[src/rtl/rra_pkg.sv]
package rra_pkg;
    localparam int NSRC    = 3;
    localparam int SRC_EXT = 2;
    localparam int SRC_W   = $clog2(NSRC);

    typedef enum logic {
        ST_ARB   = 1'b0,
        ST_STAMP = 1'b1
    } rra_state_e;
endpackage

[src/rtl/rra_prio_pick.sv]
module rra_prio_pick #(
    parameter int N = 3,
    localparam int IW = (N > 1) ? $clog2(N) : 1
) (
    input  logic [N-1:0]  req,
    output logic [N-1:0]  gnt,
    output logic [IW-1:0] idx,
    output logic          any
);
    logic [N:0] blocked;

    assign blocked[0] = 1'b0;

    for (genvar i = 0; i < N; i++) begin : g_chain
        assign gnt[i]       = req[i] & ~blocked[i];
        assign blocked[i+1] = blocked[i] | req[i];
    end

    assign any = blocked[N];

    always_comb begin
        idx = '0;
        for (int i = N - 1; i >= 0; i--) begin
            if (req[i]) idx = IW'(i);
        end
    end
endmodule

[src/rtl/rra_room_check.sv]
module rra_room_check #(
    parameter int NUM_FIFO = 4,
    localparam int IDX_W = (NUM_FIFO > 1) ? $clog2(NUM_FIFO) : 1
) (
    input  logic [IDX_W-1:0]    dest,
    input  logic                pair,
    input  logic [NUM_FIFO-1:0] room1,
    input  logic [NUM_FIFO-1:0] room2,
    output logic                ok
);
    always_comb begin
        if (pair) ok = room2[dest];
        else      ok = room1[dest];
    end
endmodule

[src/rtl/res_return_arb.sv]
module res_return_arb
    import rra_pkg::*;
#(
    parameter int DATA_W   = 16,
    parameter int NUM_FIFO = 4,
    localparam int IDX_W   = (NUM_FIFO > 1) ? $clog2(NUM_FIFO) : 1
) (
    input  logic                         clk,
    input  logic                         rst,
    input  logic [NSRC-1:0]              src_valid,
    input  logic [NSRC-1:0]              src_ts_en,
    input  logic [NSRC-1:0][DATA_W-1:0]  src_word,
    input  logic [NSRC-1:0][DATA_W-1:0]  src_stamp,
    input  logic [NSRC-1:0][IDX_W-1:0]   src_dest,
    input  logic [NUM_FIFO-1:0]          fifo_room1,
    input  logic [NUM_FIFO-1:0]          fifo_room2,
    output logic [NSRC-1:0]              src_ready,
    output logic                         wr_en,
    output logic [IDX_W-1:0]             wr_fifo,
    output logic [DATA_W-1:0]            wr_data
);
    rra_state_e       state_q, state_d;
    logic [SRC_W-1:0] owner_q, owner_d;

    logic [NSRC-1:0]  ts_cap;
    logic [NSRC-1:0]  pick_gnt;
    logic [SRC_W-1:0] pick_idx;
    logic             pick_any;
    logic             pick_pair;
    logic             room_ok;

    // Only on-chip channels may carry a stamp word.
    for (genvar s = 0; s < NSRC; s++) begin : g_ts_cap
        if (s == SRC_EXT) begin : g_ext
            assign ts_cap[s] = 1'b0;
        end else begin : g_onchip
            assign ts_cap[s] = src_ts_en[s];
        end
    end

    rra_prio_pick #(.N(NSRC)) u_pick (
        .req (src_valid),
        .gnt (pick_gnt),
        .idx (pick_idx),
        .any (pick_any)
    );

    assign pick_pair = |(pick_gnt & ts_cap);

    rra_room_check #(.NUM_FIFO(NUM_FIFO)) u_room (
        .dest  (src_dest[pick_idx]),
        .pair  (pick_pair),
        .room1 (fifo_room1),
        .room2 (fifo_room2),
        .ok    (room_ok)
    );

    // State register
    always_ff @(posedge clk) begin
        if (rst) begin
            state_q <= ST_ARB;
            owner_q <= '0;
        end else begin
            state_q <= state_d;
            owner_q <= owner_d;
        end
    end

    // Outputs and transitions
    always_comb begin
        state_d   = state_q;
        owner_d   = owner_q;
        wr_en     = 1'b0;
        wr_fifo   = '0;
        wr_data   = '0;
        src_ready = '0;
        unique case (state_q)
            ST_ARB: begin
                if (!rst && pick_any && room_ok) begin
                    wr_en   = 1'b1;
                    wr_fifo = src_dest[pick_idx];
                    wr_data = src_word[pick_idx];
                    if (pick_pair) begin
                        state_d = ST_STAMP;     // ARB->STAMP
                        owner_d = pick_idx;
                    end else begin
                        src_ready = pick_gnt;   // ARB->ARB
                    end
                end
            end
            ST_STAMP: begin
                state_d = ST_ARB;               // STAMP->ARB
                if (!rst) begin
                    wr_en              = 1'b1;
                    wr_fifo            = src_dest[owner_q];
                    wr_data            = src_stamp[owner_q];
                    src_ready[owner_q] = 1'b1;
                end
            end
            default: state_d = ST_ARB;
        endcase
    end
endmodule

[config.mk]
export PLATFORM = sky130hd
export DESIGN_NAME = res_return_arb
export DESIGN_NICKNAME = d
export VERILOG_FILES = /design/src/rtl/rra_pkg.sv /design/src/rtl/rra_prio_pick.sv /design/src/rtl/rra_room_check.sv /design/src/rtl/res_return_arb.sv
export SDC_FILE = /design/constraint.sdc
export NUM_CORES = 1
export LEC_CHECK = 0
export CAP_MARGIN = 20
export CORE_AREA = 2 2 70 72
export CTS_CLUSTER_DIAMETER = 60
export DETAILED_ROUTE_END_ITERATION = 10
export DIE_AREA = 0 0 72 74
export PLACE_DENSITY = 0.81
export RECOVER_POWER = 100
export SETUP_SLACK_MARGIN = 0.15
export SKIP_LAST_GASP = 1
export SLEW_MARGIN = 20
export SYNTH_ARGS = -nofsm -noshare
export SYNTH_HDL_FRONTEND = slang
export SYNTH_SLANG_ARGS = --single-unit
export TNS_END_PERCENT = 1
[constraint.sdc]
create_clock -name clk -period 4.17 [get_ports clk]
set_clock_uncertainty 0.2 [all_clocks]
set_input_delay 1.251 -clock clk [delete_from_list [all_inputs] [get_ports clk]]
set_output_delay 1.251 -clock clk [all_outputs]
set_load 0.05 [all_outputs]
### Word-level counts from Yosys, hierarchy flattened

Index checks and enable logic that the tools add are counted.

| storage, ports and cells | value |
|---|---|
| input port bits | 118 |
| flip-flop bits (word level) | 3 |
| logic and storage cells | 54 |
| output and inout port bits | 22 |

| cells by class | value |
|---|---|
| magnitude comparators | 4 |
| multiplexer cells | 34 |
| reduce and logical (&&, ||, !) cells | 6 |
| bitwise gates (word level) | 8 |

Operators with widths:

| kind | number |
|---|---|
| binary-select mux 16 bit (select 2 bit) | 2 |
| 2-to-1 mux 16 bit | 4 |
| case mux 16 bit (2 select lines) | 1 |
| 2-to-1 mux 2 bit | 7 |
| < comparator 2 x 3 -> 1 bit (second input constant) | 3 |
| 2-to-1 mux 3 bit | 3 |
| binary-select mux 2 bit (select 2 bit) | 2 |
| 2-to-1 mux 1 bit | 8 |
| case mux 3 bit (2 select lines) | 1 |
| binary-select mux 1 bit (select 2 bit) | 2 |
| case mux 1 bit (2 select lines) | 2 |
| case mux 2 bit (2 select lines) | 1 |
| bitwise AND 3 x 2 -> 3 bit | 1 |
| logical AND 1 bit | 3 |
| NOT 1 bit | 3 |
| AND reduction 3 bit | 1 |
| OR reduction 3 bit | 1 |
| bitwise AND 1 bit | 2 |
| demux 1 bit (select 2 bit) | 1 |
| >= comparator 2 x 1 -> 1 bit (second input constant) | 1 |
| bitwise OR 1 bit | 2 |
| logical NOT 1 bit | 1 |

### Logic depth before layout (Yosys ltp)

| depth | value |
|---|---|
| depth after elaboration | 11 |
| depth in mapped cells | 9 |
| mapped depth without buffers | 6 |

### Hierarchy

A second synthesis with hierarchy kept.

| second synthesis, totals | value |
|---|---|
| cell total of the unflattened synthesis | 177 |
| area total of the unflattened synthesis | 1360.1 um^2 |

Modules (own cells, without submodules):

| module | area each (um^2) | instances | sequential area each (um^2) | cells an instance |
|---|---|---|---|---|
| res_return_arb | 1251.2 | 1 | 60.1 | 168 |
| rra_room_check | 63.8 | 1 | 0.0 | 3 |
| rra_prio_pick | 45.0 | 1 | 0.0 | 6 |

### Worst setup path after synthesis

OpenSTA, ideal clock, no wires.

| timing path | value |
|---|---|
| path kind | in2out |
| start point | input src_valid[0] |
| end point | output src_ready[1] |
| data required time | 2.719 ns |
| cell stages on the path | 7 |
| path buffers | 2 |
| arrival time | 3.597 ns |
| setup slack | -0.878 ns |
| path through | buf_6 -> nor2b_4 -> buf_6 -> a221oi_4 -> mux2i_2 -> a22oi_4 -> o31ai_1 |

| between the ends | value |
|---|---|
| cells in the longest elaborated chain, start to end | 9 |
| elaborated cells between the ends (all ways) | 21 |
| classes of those cells | 11 x mux; 7 x bitwise; 3 x reduce/logical |

RTL lines:

| what | line | RTL |
|---|---|---|
| from (decl) | res_return_arb.sv:10 | `input logic [NSRC-1:0] src_valid,` |
| 2-to-1 mux 2 bit or bitwise OR 1 bit (tied branches) | rra_prio_pick.sv:24, rra_prio_pick.sv:16 |  |
| binary-select mux 2 bit (select 2 bit) or NOT 1 bit (tied branches) | res_return_arb.sv:51, rra_prio_pick.sv:15 |  |
| 2-to-1 mux 2 bit (not written as such) or bitwise AND 1 bit (tied branches) | res_return_arb.sv:51, rra_prio_pick.sv:15 |  |
| binary-select mux 1 bit (select 2 bit), or another cell as far along | rra_room_check.sv:13 | `else ok = room1[dest];` |
| 2-to-1 mux 1 bit (not written as such), or another cell as far along | rra_room_check.sv:13 |  |
| 2-to-1 mux 1 bit | rra_room_check.sv:12 | `if (pair) ok = room2[dest];` |
| logical AND 1 bit | res_return_arb.sv:79 | `if (!rst && pick_any && room_ok) begin` |
| 2-to-1 mux 3 bit (*) | res_return_arb.sv:79 |  |
| case mux 3 bit (2 select lines) (*) | res_return_arb.sv:77 | `unique case (state_q)` |
| to (decl) | res_return_arb.sv:17 | `output logic [NSRC-1:0] src_ready,` |

Mark *: on every way between the ends. The rest lies on a longest branch, timed or not. The select of a mux whose other input is x is not followed.

### Worst setup path after layout

| timing path | value |
|---|---|
| start point | input src_dest[4] (netlist name) |
| end point | output wr_data[2] |

| between the ends | value |
|---|---|
| cells in the longest elaborated chain, start to end | 8 |
| elaborated cells between the ends (all ways) | 10 |
| classes of those cells | 9 x mux; 1 x reduce/logical |

RTL lines:

| what | line | RTL |
|---|---|---|
| from (decl) | res_return_arb.sv:14 | `input logic [NSRC-1:0][IDX_W-1:0] src_dest,` |
| binary-select mux 2 bit (select 2 bit) (*) | res_return_arb.sv:51 | `.dest (src_dest[pick_idx]),` |
| 2-to-1 mux 2 bit (not written as such) (*) | res_return_arb.sv:51 |  |
| binary-select mux 1 bit (select 2 bit) (on tied branches) | rra_room_check.sv:13, rra_room_check.sv:12 |  |
| 2-to-1 mux 1 bit (on tied branches) | rra_room_check.sv:13, rra_room_check.sv:12 |  |
| 2-to-1 mux 1 bit (*) | rra_room_check.sv:12 |  |
| logical AND 1 bit (*) | res_return_arb.sv:79 |  |
| 2-to-1 mux 16 bit (*) | res_return_arb.sv:79 |  |
| case mux 16 bit (2 select lines) (*) | res_return_arb.sv:77 |  |
| to (decl) | res_return_arb.sv:20 | `output logic [DATA_W-1:0] wr_data` |

Marks and branches as above.

==> results.md <==
- Gpl congestion: 0.786
- Fin crit share: 109%
- DRT iter0 DRCs: 81
- Largest net degree at the start of global routing: 23
- Area contributors post-synth: a21oi_1, mux2i_1, nand2_1
- Vias per cell: 5.11
- Yosys reg bits: 3
- FP Rows: 25
- Area post-placement: 0.00312 mm^2
- Most frequent cells in the layout: clkdlybuf4s50_1, a21oi_1, nand2_1
- Highest clock rate: 220 MHz
- Wirelength per Cell: 15.4 um
- Gate count of the mapped netlist: 205
- WS Path Type: primary input to output pin
- Commonest non-fill, non-tap cell in the layout: clkdlybuf4s50_1
- Final Instance Count excl. Fillers: 423
- Worst Tran Pin Value: 0.608 ns
- Clock transition at path regs: 0.03 ns
- Chip width: 72 um
- Synth top area share: 20.3%
- Via count: 2162
- Drt total wl: 6.52 mm
- Total Routing Usage GR: 23.4%
- Hold Fails Final Rpt: 0
- TritonCTS clock tree: done
- Full die area: 0.00533 mm^2
- R2R Setup Slk: 2.47 ns
- Clk root buf: clkbuf_8
- Reg2Reg Capture Point: owner_q[1]$_SDFFE_PP0P_
- Pwr Total: 593 uW
- Final Max Slew Viols: 0
- PnR worst setup slack: -0.374 ns
- TritonRoute pass-1 iters: 5
- Failing checks: setup timing
- Avg Synthesized Cell Area: 6.26 um^2
- Prevailing post-synth register cell: dfxtp_1
- # port buffers: 138
- Peak supply drop: 0.0000985 V
- RR Startpoint: state_q$_SDFF_PP0_
- Fin crit period: 4.54 ns
- Worst path required time: 2.72 ns
- Inserted Clock Buffers: 3
- R2R depth: 5
- Starting Density: 27.9%
- EDFF count, synth: 0
- H-tree levels: 1
- Clk sink count: 3
- Hold WC Path Type: flop to flop
- Post-DRT Antenna Nets: 0
- Placed cell count: 407
- Post-synth top area cell: a21oi_1
- Worst-skew pair later-pin latency: 0.22 ns
- Layout cells sized above 1: 29.8%
- Hold-fix buffers, CTS: 0
- Async set or reset register ratio after synthesis: 0%
- Area Overhead vs Synth: 169%
- Chip height: 74 um
- N_diodes: 0
- Ys Warns: 0
- Slowest cell on crit path: clkdlybuf4s50_1
- End point of the critical path: wr_data[2]
- Core Box Area: 0.00460 mm^2
- CP Cell Sequence: clkdlybuf4s50_1, nor2_1, a21oi_2, o21ai_2, buf_4, nor2_4, a22oi_4, buf_6, buf_12, o22ai_4, buf_8
- Final setup viols: 22
- Residual DRC: 0
- Setup TNS: -7.48 ns
- CP Launch Point: src_dest[4]
- IO Pins: 140
- Worst rel slew slack: 59.4%
- Synth cell types: 28
- Dpl hpwl: 4.95 mm
- Syn Nets: 323
- Hold slack: 0.532 ns
- Vias in the first global route: 2218
- Crit path DAT: 3.09 ns
- Status: finished, violations left
- CP peak stage delay: 0.43 ns
- Pwr/cell area: 171 mW/mm^2
- GRT Residual Overflow: 0
- Startpoint Class: primary input
- Leakage: 1.35 nW
- Max-cap violations: 0
- Unrepaired setup endpoints after global routing: true
- CP max FO: 7
- Post-synthesis sequential area ratio: 4.68%
- Core Util, Final: 75.2%
- Nets: 488
- Crit end category: output pin
- Deepest clock path buffer count: 2
- Area of the mapped netlist: 0.00128 mm^2
- Pre-CTS setup slack: -0.766 ns
- Initial antenna violation count: 0
- Final instance area: 0.00346 mm^2
- Global-route wire length before repair: 9.96 mm
[per-layer routing]
metal	track usage [%]	part of all wire, %	up-vias
met3	6.91	8.1	13
li1	-	-	1070
met2	44.7	53	96
met5	0	0	-
met1	25.3	37	983
met4	6.29	1.8	0
[worst max-delay path: cells and delay by family]
family,cells,cell delay [ns]
simple gates,2,0.17
compound gates,4,0.60
buf+inv,5,1.06
[repair_timing]
action | in CTS | in global routing
setup endpoints to repair | 22 | 22
pin swaps | 6 | 12
resized for setup | 43 | 24
setup buffers | 7 | 4
cloned | 1 | 0
[worst min path at each step]
stage,end,depth (start not counted),start,slack (ns)
after global placement,owner_q[0]$_SDFFE_PP0P_,3,owner_q[0]$_SDFFE_PP0P_,0.52
after CTS,owner_q[0]$_SDFFE_PP0P_,3,owner_q[0]$_SDFFE_PP0P_,0.54
after global routing,owner_q[0]$_SDFFE_PP0P_,3,owner_q[0]$_SDFFE_PP0P_,0.58
final,owner_q[0]$_SDFFE_PP0P_,3,owner_q[0]$_SDFFE_PP0P_,0.53
after detailed placement,owner_q[0]$_SDFFE_PP0P_,3,owner_q[0]$_SDFFE_PP0P_,0.53
after floorplan,owner_q[0]$_SDFFE_PP0P_,2,owner_q[0]$_SDFFE_PP0P_,0.28
[registers in the layout, summed over array words and instances (netlist names)]
signal   flops
state_q      1
owner_q      2
[final cells by class]
type	instances	area [um^2]
fill	339	1140
tap	54	67.6
sequential	3	60.1
timing repair buffer	177	1810
multi-input combinational	181	1470
inverter	4	15.0
clock buffer	4	45.0
[Yosys cell counts (all sizes together) (3+ instances only)]
cell	n
o32ai	3
clkbuf	11
nand2	35
dfxtp	3
buf	6
inv	4
a21oi	52
mux2i	27
nor2	23
o22ai	16
nor2b	3
nand2b	5
[where the power goes]
group / total [mW] / internal, mW / leakage (nW) / switching [mW]
logic: 0.473 / 0.256 / 1.31 / 0.217
registers: 0.0303 / 0.0298 / 0.0243 / 0.000472
clock network: 0.0898 / 0.0656 / 0.0228 / 0.0242
total: 0.593 / 0.351 / 1.35 / 0.242
[cells by family (layout without fill, tap and decap cells)]
group | count (synthesis) | in the layout | share of synthesized area [%]
AO/OA/AOI/OAI | 80 | 80 | 39.6
buffers and inverters | 21 | 185 | 8.19
flip-flops | 3 | 3 | 4.68
multiplexers | 29 | 29 | 23.1
AND/OR/NAND/NOR | 72 | 72 | 24.5
No activity file was read; power rests on OpenSTA's default activity.
